## src/rtl/irq_fn_pkg.sv

```systemverilog
package irq_fn_pkg;
  localparam int unsigned DW     = 32;
  localparam int unsigned ADDR_W = 5;

  localparam logic [2:0] REG_SRC  = 3'd0;
  localparam logic [2:0] REG_NEN  = 3'd1;
  localparam logic [2:0] REG_FEN  = 3'd2;
  localparam logic [2:0] REG_NPND = 3'd3;
  localparam logic [2:0] REG_FPND = 3'd4;

  typedef enum logic [1:0] {
    SZ_BYTE = 2'd0,
    SZ_HALF = 2'd1,
    SZ_WORD = 2'd2,
    SZ_RSV  = 2'd3
  } acc_size_e;

  function automatic logic [3:0] lane_sel(logic [1:0] sz, logic [1:0] a);
    case (sz)
      2'd0:    lane_sel = 4'b0001 << a;
      2'd1:    lane_sel = a[1] ? 4'b1100 : 4'b0011;
      default: lane_sel = 4'b1111;
    endcase
  endfunction
endpackage

```

## src/rtl/irq_fn_regfile.sv

```systemverilog
module irq_fn_regfile
  import irq_fn_pkg::*;
#(
  parameter int unsigned N_SRC = 32
) (
  input  logic              clk_i,
  input  logic              rst_ni,
  input  logic [ADDR_W-1:0] addr_i,
  input  logic              rd_i,
  input  logic              wr_i,
  input  logic [1:0]        size_i,
  input  logic [DW-1:0]     wdata_i,
  input  logic              sup_i,
  input  logic [N_SRC-1:0]  src_eff_i,
  input  logic [N_SRC-1:0]  npend_i,
  input  logic [N_SRC-1:0]  fpend_i,
  output logic [DW-1:0]     rdata_o,
  output logic              err_o,
  output logic [N_SRC-1:0]  nen_o,
  output logic [N_SRC-1:0]  fen_o
);
  logic [2:0]       idx;
  logic             access;
  logic             err;
  logic [N_SRC-1:0] rdv;
  logic [DW-1:0]    wmask;
  logic [3:0]       lanes;
  logic [N_SRC-1:0] nen_q, fen_q, m;

  assign idx    = addr_i[4:2];
  assign access = rd_i | wr_i;
  assign lanes  = lane_sel(size_i, addr_i[1:0]);
  assign m      = wmask[N_SRC-1:0];

  always_comb begin
    for (int b = 0; b < 4; b++) wmask[b*8 +: 8] = {8{lanes[b]}};
  end

  always_comb begin
    err = 1'b0;
    rdv = '0;
    if (access) begin
      if (!sup_i || size_i == SZ_RSV || idx > REG_FPND) begin
        err = 1'b1;
      end else begin
        case (idx)
          REG_SRC: begin
            if (wr_i || size_i != SZ_WORD) err = 1'b1;
            else rdv = src_eff_i;
          end
          REG_NEN:  rdv = nen_q;
          REG_FEN:  rdv = fen_q;
          REG_NPND: rdv = npend_i;
          default:  rdv = fpend_i;
        endcase
      end
    end
  end

  always_comb begin
    rdata_o = '0;
    if (rd_i && !err) rdata_o[N_SRC-1:0] = rdv;
  end
  assign err_o = err;

  always_ff @(posedge clk_i or negedge rst_ni) begin
    if (!rst_ni) begin
      nen_q <= '0;
      fen_q <= '0;
    end else if (wr_i && !err) begin
      if (idx == REG_NEN) nen_q <= (nen_q & ~m) | (wdata_i[N_SRC-1:0] & m);
      if (idx == REG_FEN) fen_q <= (fen_q & ~m) | (wdata_i[N_SRC-1:0] & m);
    end
  end

  assign nen_o = nen_q;
  assign fen_o = fen_q;

  assert_user_err_R3: assert property (@(posedge clk_i) disable iff (!rst_ni)
    (access && !sup_i) |-> (err_o && rdata_o == '0));
  assert_user_nochange_R3: assert property (@(posedge clk_i) disable iff (!rst_ni)
    (access && !sup_i) |=> ($stable(nen_q) && $stable(fen_q)));
  assert_src_ro_R4: assert property (@(posedge clk_i) disable iff (!rst_ni)
    (wr_i && idx == REG_SRC) |-> err_o);
  assert_range_R7: assert property (@(posedge clk_i) disable iff (!rst_ni)
    (access && idx > REG_FPND) |-> err_o);
  assert_src_sw_R1: assert property (@(posedge clk_i) disable iff (!rst_ni)
    (rd_i && !err_o && idx == REG_SRC) |-> (rdata_o[2:0] == 3'b111));
endmodule

```

## src/rtl/irq_fn_arb.sv

```systemverilog
module irq_fn_arb #(
  parameter int unsigned N_SRC = 32
) (
  input  logic             clk_i,
  input  logic             rst_ni,
  input  logic [N_SRC-1:0] npend_i,
  input  logic [N_SRC-1:0] fpend_i,
  output logic             fast_req_o,
  output logic             norm_req_o,
  output logic             avec_o
);
  logic any_f, any_n;
  logic fast_q, norm_q, avec_q;

  assign any_f = |fpend_i;
  assign any_n = |npend_i;

  always_ff @(posedge clk_i or negedge rst_ni) begin
    if (!rst_ni) begin
      fast_q <= 1'b0;
      norm_q <= 1'b0;
      avec_q <= 1'b0;
    end else begin
      fast_q <= any_f;
      norm_q <= any_n & ~any_f;  // fast preempts normal in the same edge
      avec_q <= any_f | any_n;
    end
  end

  assign fast_req_o = fast_q;
  assign norm_req_o = norm_q;
  assign avec_o     = avec_q;

  assert_fast_follow_R8: assert property (@(posedge clk_i) disable iff (!rst_ni)
    any_f |=> fast_req_o);
  assert_norm_follow_R9: assert property (@(posedge clk_i) disable iff (!rst_ni)
    (any_n && !any_f) |=> norm_req_o);
  assert_exclusive_R9: assert property (@(posedge clk_i) disable iff (!rst_ni)
    !(fast_req_o && norm_req_o));
  assert_avec_R10: assert property (@(posedge clk_i) disable iff (!rst_ni)
    avec_o == (fast_req_o || norm_req_o));
endmodule

```

## src/rtl/irq_fn_ctrl.sv

```systemverilog
module irq_fn_ctrl
  import irq_fn_pkg::*;
#(
  parameter int unsigned N_SRC = 32,
  parameter int unsigned N_SW  = 3
) (
  input  logic              clk_i,
  input  logic              rst_ni,
  input  logic [N_SRC-1:0]  src_i,
  input  logic [ADDR_W-1:0] addr_i,
  input  logic              rd_i,
  input  logic              wr_i,
  input  logic [1:0]        size_i,
  input  logic [DW-1:0]     wdata_i,
  input  logic              sup_i,
  output logic [DW-1:0]     rdata_o,
  output logic              err_o,
  output logic              fast_req_o,
  output logic              norm_req_o,
  output logic              avec_o
);
  localparam logic [N_SRC-1:0] SW_MASK = N_SRC'((64'd1 << N_SW) - 64'd1);

  logic [N_SRC-1:0] src_eff, nen, fen, npend, fpend;

  assign src_eff = src_i | SW_MASK;
  assign npend   = src_eff & nen;
  assign fpend   = src_eff & fen;

  irq_fn_regfile #(.N_SRC(N_SRC)) u_regs (
    .clk_i     (clk_i),
    .rst_ni    (rst_ni),
    .addr_i    (addr_i),
    .rd_i      (rd_i),
    .wr_i      (wr_i),
    .size_i    (size_i),
    .wdata_i   (wdata_i),
    .sup_i     (sup_i),
    .src_eff_i (src_eff),
    .npend_i   (npend),
    .fpend_i   (fpend),
    .rdata_o   (rdata_o),
    .err_o     (err_o),
    .nen_o     (nen),
    .fen_o     (fen)
  );

  irq_fn_arb #(.N_SRC(N_SRC)) u_arb (
    .clk_i      (clk_i),
    .rst_ni     (rst_ni),
    .npend_i    (npend),
    .fpend_i    (fpend),
    .fast_req_o (fast_req_o),
    .norm_req_o (norm_req_o),
    .avec_o     (avec_o)
  );

  initial assert_param_R1: assert (N_SW <= N_SRC && N_SRC <= DW);
endmodule

```

## config.mk

```make
export PLATFORM = sky130hd
export DESIGN_NAME = irq_fn_ctrl
export DESIGN_NICKNAME = d
export VERILOG_FILES = /design/src/rtl/irq_fn_pkg.sv /design/src/rtl/irq_fn_regfile.sv /design/src/rtl/irq_fn_arb.sv /design/src/rtl/irq_fn_ctrl.sv
export SDC_FILE = /design/constraint.sdc
export NUM_CORES = 1
export LEC_CHECK = 0
export BUFFER_PORTS_ARGS = -buffer_cell sky130_fd_sc_hd__buf_2
export CAP_MARGIN = 30
export CORE_UTILIZATION = 45
export CTS_BUF_LIST = sky130_fd_sc_hd__clkbuf_8 sky130_fd_sc_hd__clkbuf_16
export DETAILED_ROUTE_END_ITERATION = 12
export PLACE_DENSITY = 0.69
export SYNTH_ARGS = -nofsm -noshare
export SYNTH_HDL_FRONTEND = slang
export SYNTH_HIERARCHICAL = 1
export SYNTH_SLANG_ARGS = --single-unit
```

## constraint.sdc

```tcl
create_clock -name clk_i -period 6.4 [get_ports clk_i]
set_input_delay 1.92 -clock clk_i [delete_from_list [all_inputs] [get_ports clk_i]]
set_output_delay 1.92 -clock clk_i [all_outputs]
set_load 0.02 [all_outputs]
```

==> out/results.ini <==
[detailed_routing]
vias = 4038
wl_per_cell_microns = 18.5
final_antenna_net_count = 0
wirelength_mm = 12.5
drt-initial-drc-count = 200
via_per_inst = 5.97
drt-pass1-iter-count = 5
remaining_drc_errors = 0

[synth]
syn_inst = 436
syn-mean-instance-area_sq_um = 10.2
yosysTopAreaCell = dfrtp_1
syn_area_sq_um = 4450
ys_async_sr_fraction_pct = 100
synth_edf_count = 0
synth_top_area_share_pct = 37.6
synthFlopType = dfrtp_1
synth_area_leaders = dfrtp_1, mux2_2, a221oi_1
seq_area_frac_synth_pct = 37.6
ys_seq_elements = 67
synth.distinct_cells = 34
ys_warn_count = 6

[setup_path]
r2r_cells = 4
r2r_slack_ns = 4.83
cp-end-kind = output port
rr_endpoint = u_arb/fast_req_o$_DFF_PN0_
critPathLaunchType = input pin
critPathKind = input pin to output port
cp_data_required_time_ns = 4.48
arrival_ns = 3.73
cp_max_fo = 25

[sta]
drv_slew = 0
fin_crit_sh_pct = 88.2
hold_viol = 0
max_freq_mhz = 177
whs_ns = 0.528
tns_ns = 0
final.setup_skew_ns = 0.00703
worst_pin_slew_ns = 0.853
fin_crit_ns = 5.65
rsz0062_at_grt = no
finalSetupViolCount = 0
slew_headroom_pct = 43.2

[clock_network]
numCtsBuffers = 9
cts_tree = built
post_cts_buffers = 0
cts.hold.buffers_added = 0
clk_transition_reported_paths_ns = 0.07
clock-root-buffer = clkbuf_8
cts_htree_levels = 3
clk_latency_ns = 0.34
cts.repair.resized = 0
cts.sinks = 67
clock_path_buffers = 2

[placement]
gp_congestion = 0.831
dp_hpwl_mm = 9.09
dpl_cell_area_sq_um = 5120
numPortBuffers = 108

[power_and_ir_drop]
p_per_area_nw_per_um2 = 235
peakVddDrop_mv = 0.0944
power.share.combinational_pct = 27.9
internal_power_mw = 0.861
power.leakage_nw = 2.38
totalPowerFinal_mw = 1.24
seqPwrFrac_pct = 46.3
p_sw_mw = 0.383
switching_share_pct = 30.8
p_clk_share_pct = 25.9

[flow_run]
cap_viol_max_count = 0

[hold_path]
hold_path_class = flop to flop
holdPathStages = 1

[finish]
insertedDiodeCount = 0
drive_above_1_share_pct = 44.1
final_area_sq_um = 5300
area_delta_synth_final_pct = 19.0
layout.nets = 619

[die]
ios = 112
rows = 35
coreArea_sq_um = 9420
start_util_pct = 47.3
die_w_microns = 101
die_h_microns = 101
dieArea_sq_um = 10300

[status]
status = finished clean

[global_route]
antenna_found_initial = 0
grt_pass1_wl_mm = 19.6
grtUsageTotal_pct = 25.4
grt_pass1_vias = 4015
grt_max_degree = 68
grt_overflow = 0

[power groups by stage]
stage	Sequential, mW	Clock, mW	Combinational, mW
floorplan	0.561	0	0.248
global placement	0.575	0	0.329
detailed placement	0.584	0	0.343
CTS	0.575	0.330	0.345
global route	0.590	0.347	0.377
finish	0.575	0.322	0.347
[cell type report]
class	instances	area (sq um)
Clock buffer	12	165
Clock inverter	3	13.8
Fill cell	848	4120
Inverter	33	124
Multi-Input combinational cell	314	2540
Sequential cell	67	1680
Tap cell	129	161
Timing Repair Buffer	118	616
[cell families after synthesis]
group                  Yosys count  synth area share [%]
muxes                           96                  24.3
other                            1                0.0842
and+or+nand+nor                139                  18.3
AOI/OAI and AO/OA               76                  14.3
buffers and inverters           57                  5.48
DFF                             67                  37.6
[worst max-delay path, stage by stage]
cell	delay, ns
buf_2	0.11
or3b_1	0.42
nor4_4	0.16
buf_4	0.35
nand2_1	0.13
a221oi_1	0.37
buf_2	0.24
[worst max-delay path by stage]
stage	from	endpoint	slack, ns	depth (start not counted)
floorplan	size_i[0]	rdata_o[10]	1.03	5
global placement	size_i[0]	rdata_o[18]	0.82	7
detailed placement	size_i[0]	rdata_o[29]	0.80	7
CTS	size_i[0]	rdata_o[27]	0.75	7
global route	size_i[0]	rdata_o[27]	0.68	7
finish	size_i[0]	rdata_o[27]	0.75	7
[metrics by stage]
step | utilization, % | std cells | setup slack, ns
4_1_cts | 56.3 | 676 | 0.755
3_3_place_gp | 54.4 | 661 | 0.816
2_1_floorplan | - | 438 | 1.03
6_report | 56.3 | 676 | 0.754
5_1_grt | 56.3 | 676 | 0.676
3_5_place_dp | 54.4 | 661 | 0.798
[synth_stat cells, types with 2 or more instances]
master / instances
a21oi_1: 10
a221oi_1: 57
a221oi_2: 3
and2_1: 59
and4_1: 2
buf_2: 6
buf_6: 3
clkbuf_1: 14
dfrtp_1: 67
inv_1: 33
mux2_2: 96
nand2_1: 38
nand4_1: 3
nor2_1: 6
nor2_2: 4
nor2b_1: 2
nor4_1: 12
nor4_2: 4
o21bai_1: 2
[layer usage]
| metal | global-route usage (%) | routed length, microns | vias to the layer above | part of all wire [%] |
|---|---|---|---|---|
| met5 | 0 | 0 | - | 0 |
| met4 | 13.2 | 355 | 0 | 2.8 |
| met3 | 3.73 | 753 | 29 | 6.0 |
| met2 | 42.6 | 6120 | 179 | 49 |
| met1 | 32.0 | 5290 | 2002 | 42 |
| li1 | - | - | 1828 | - |
[cell usage in the layout (no fill, tap or decap), types with 2 or more instances in the layout]
cell type,instances
clkbuf_8,12
clkinv_2,2
nor2_1,6
buf_4,10
nor4_2,4
nor2_2,4
nand4_1,3
dfrtp_1,67
conb_1,3
and4_1,2
buf_2,108
mux2_2,96
nand2_1,38
o21bai_1,2
and2_1,59
a21oi_1,10
a221oi_2,3
inv_1,34
nor4_1,12
a221oi_1,57
No activity file was read; power rests on OpenSTA's default activity.
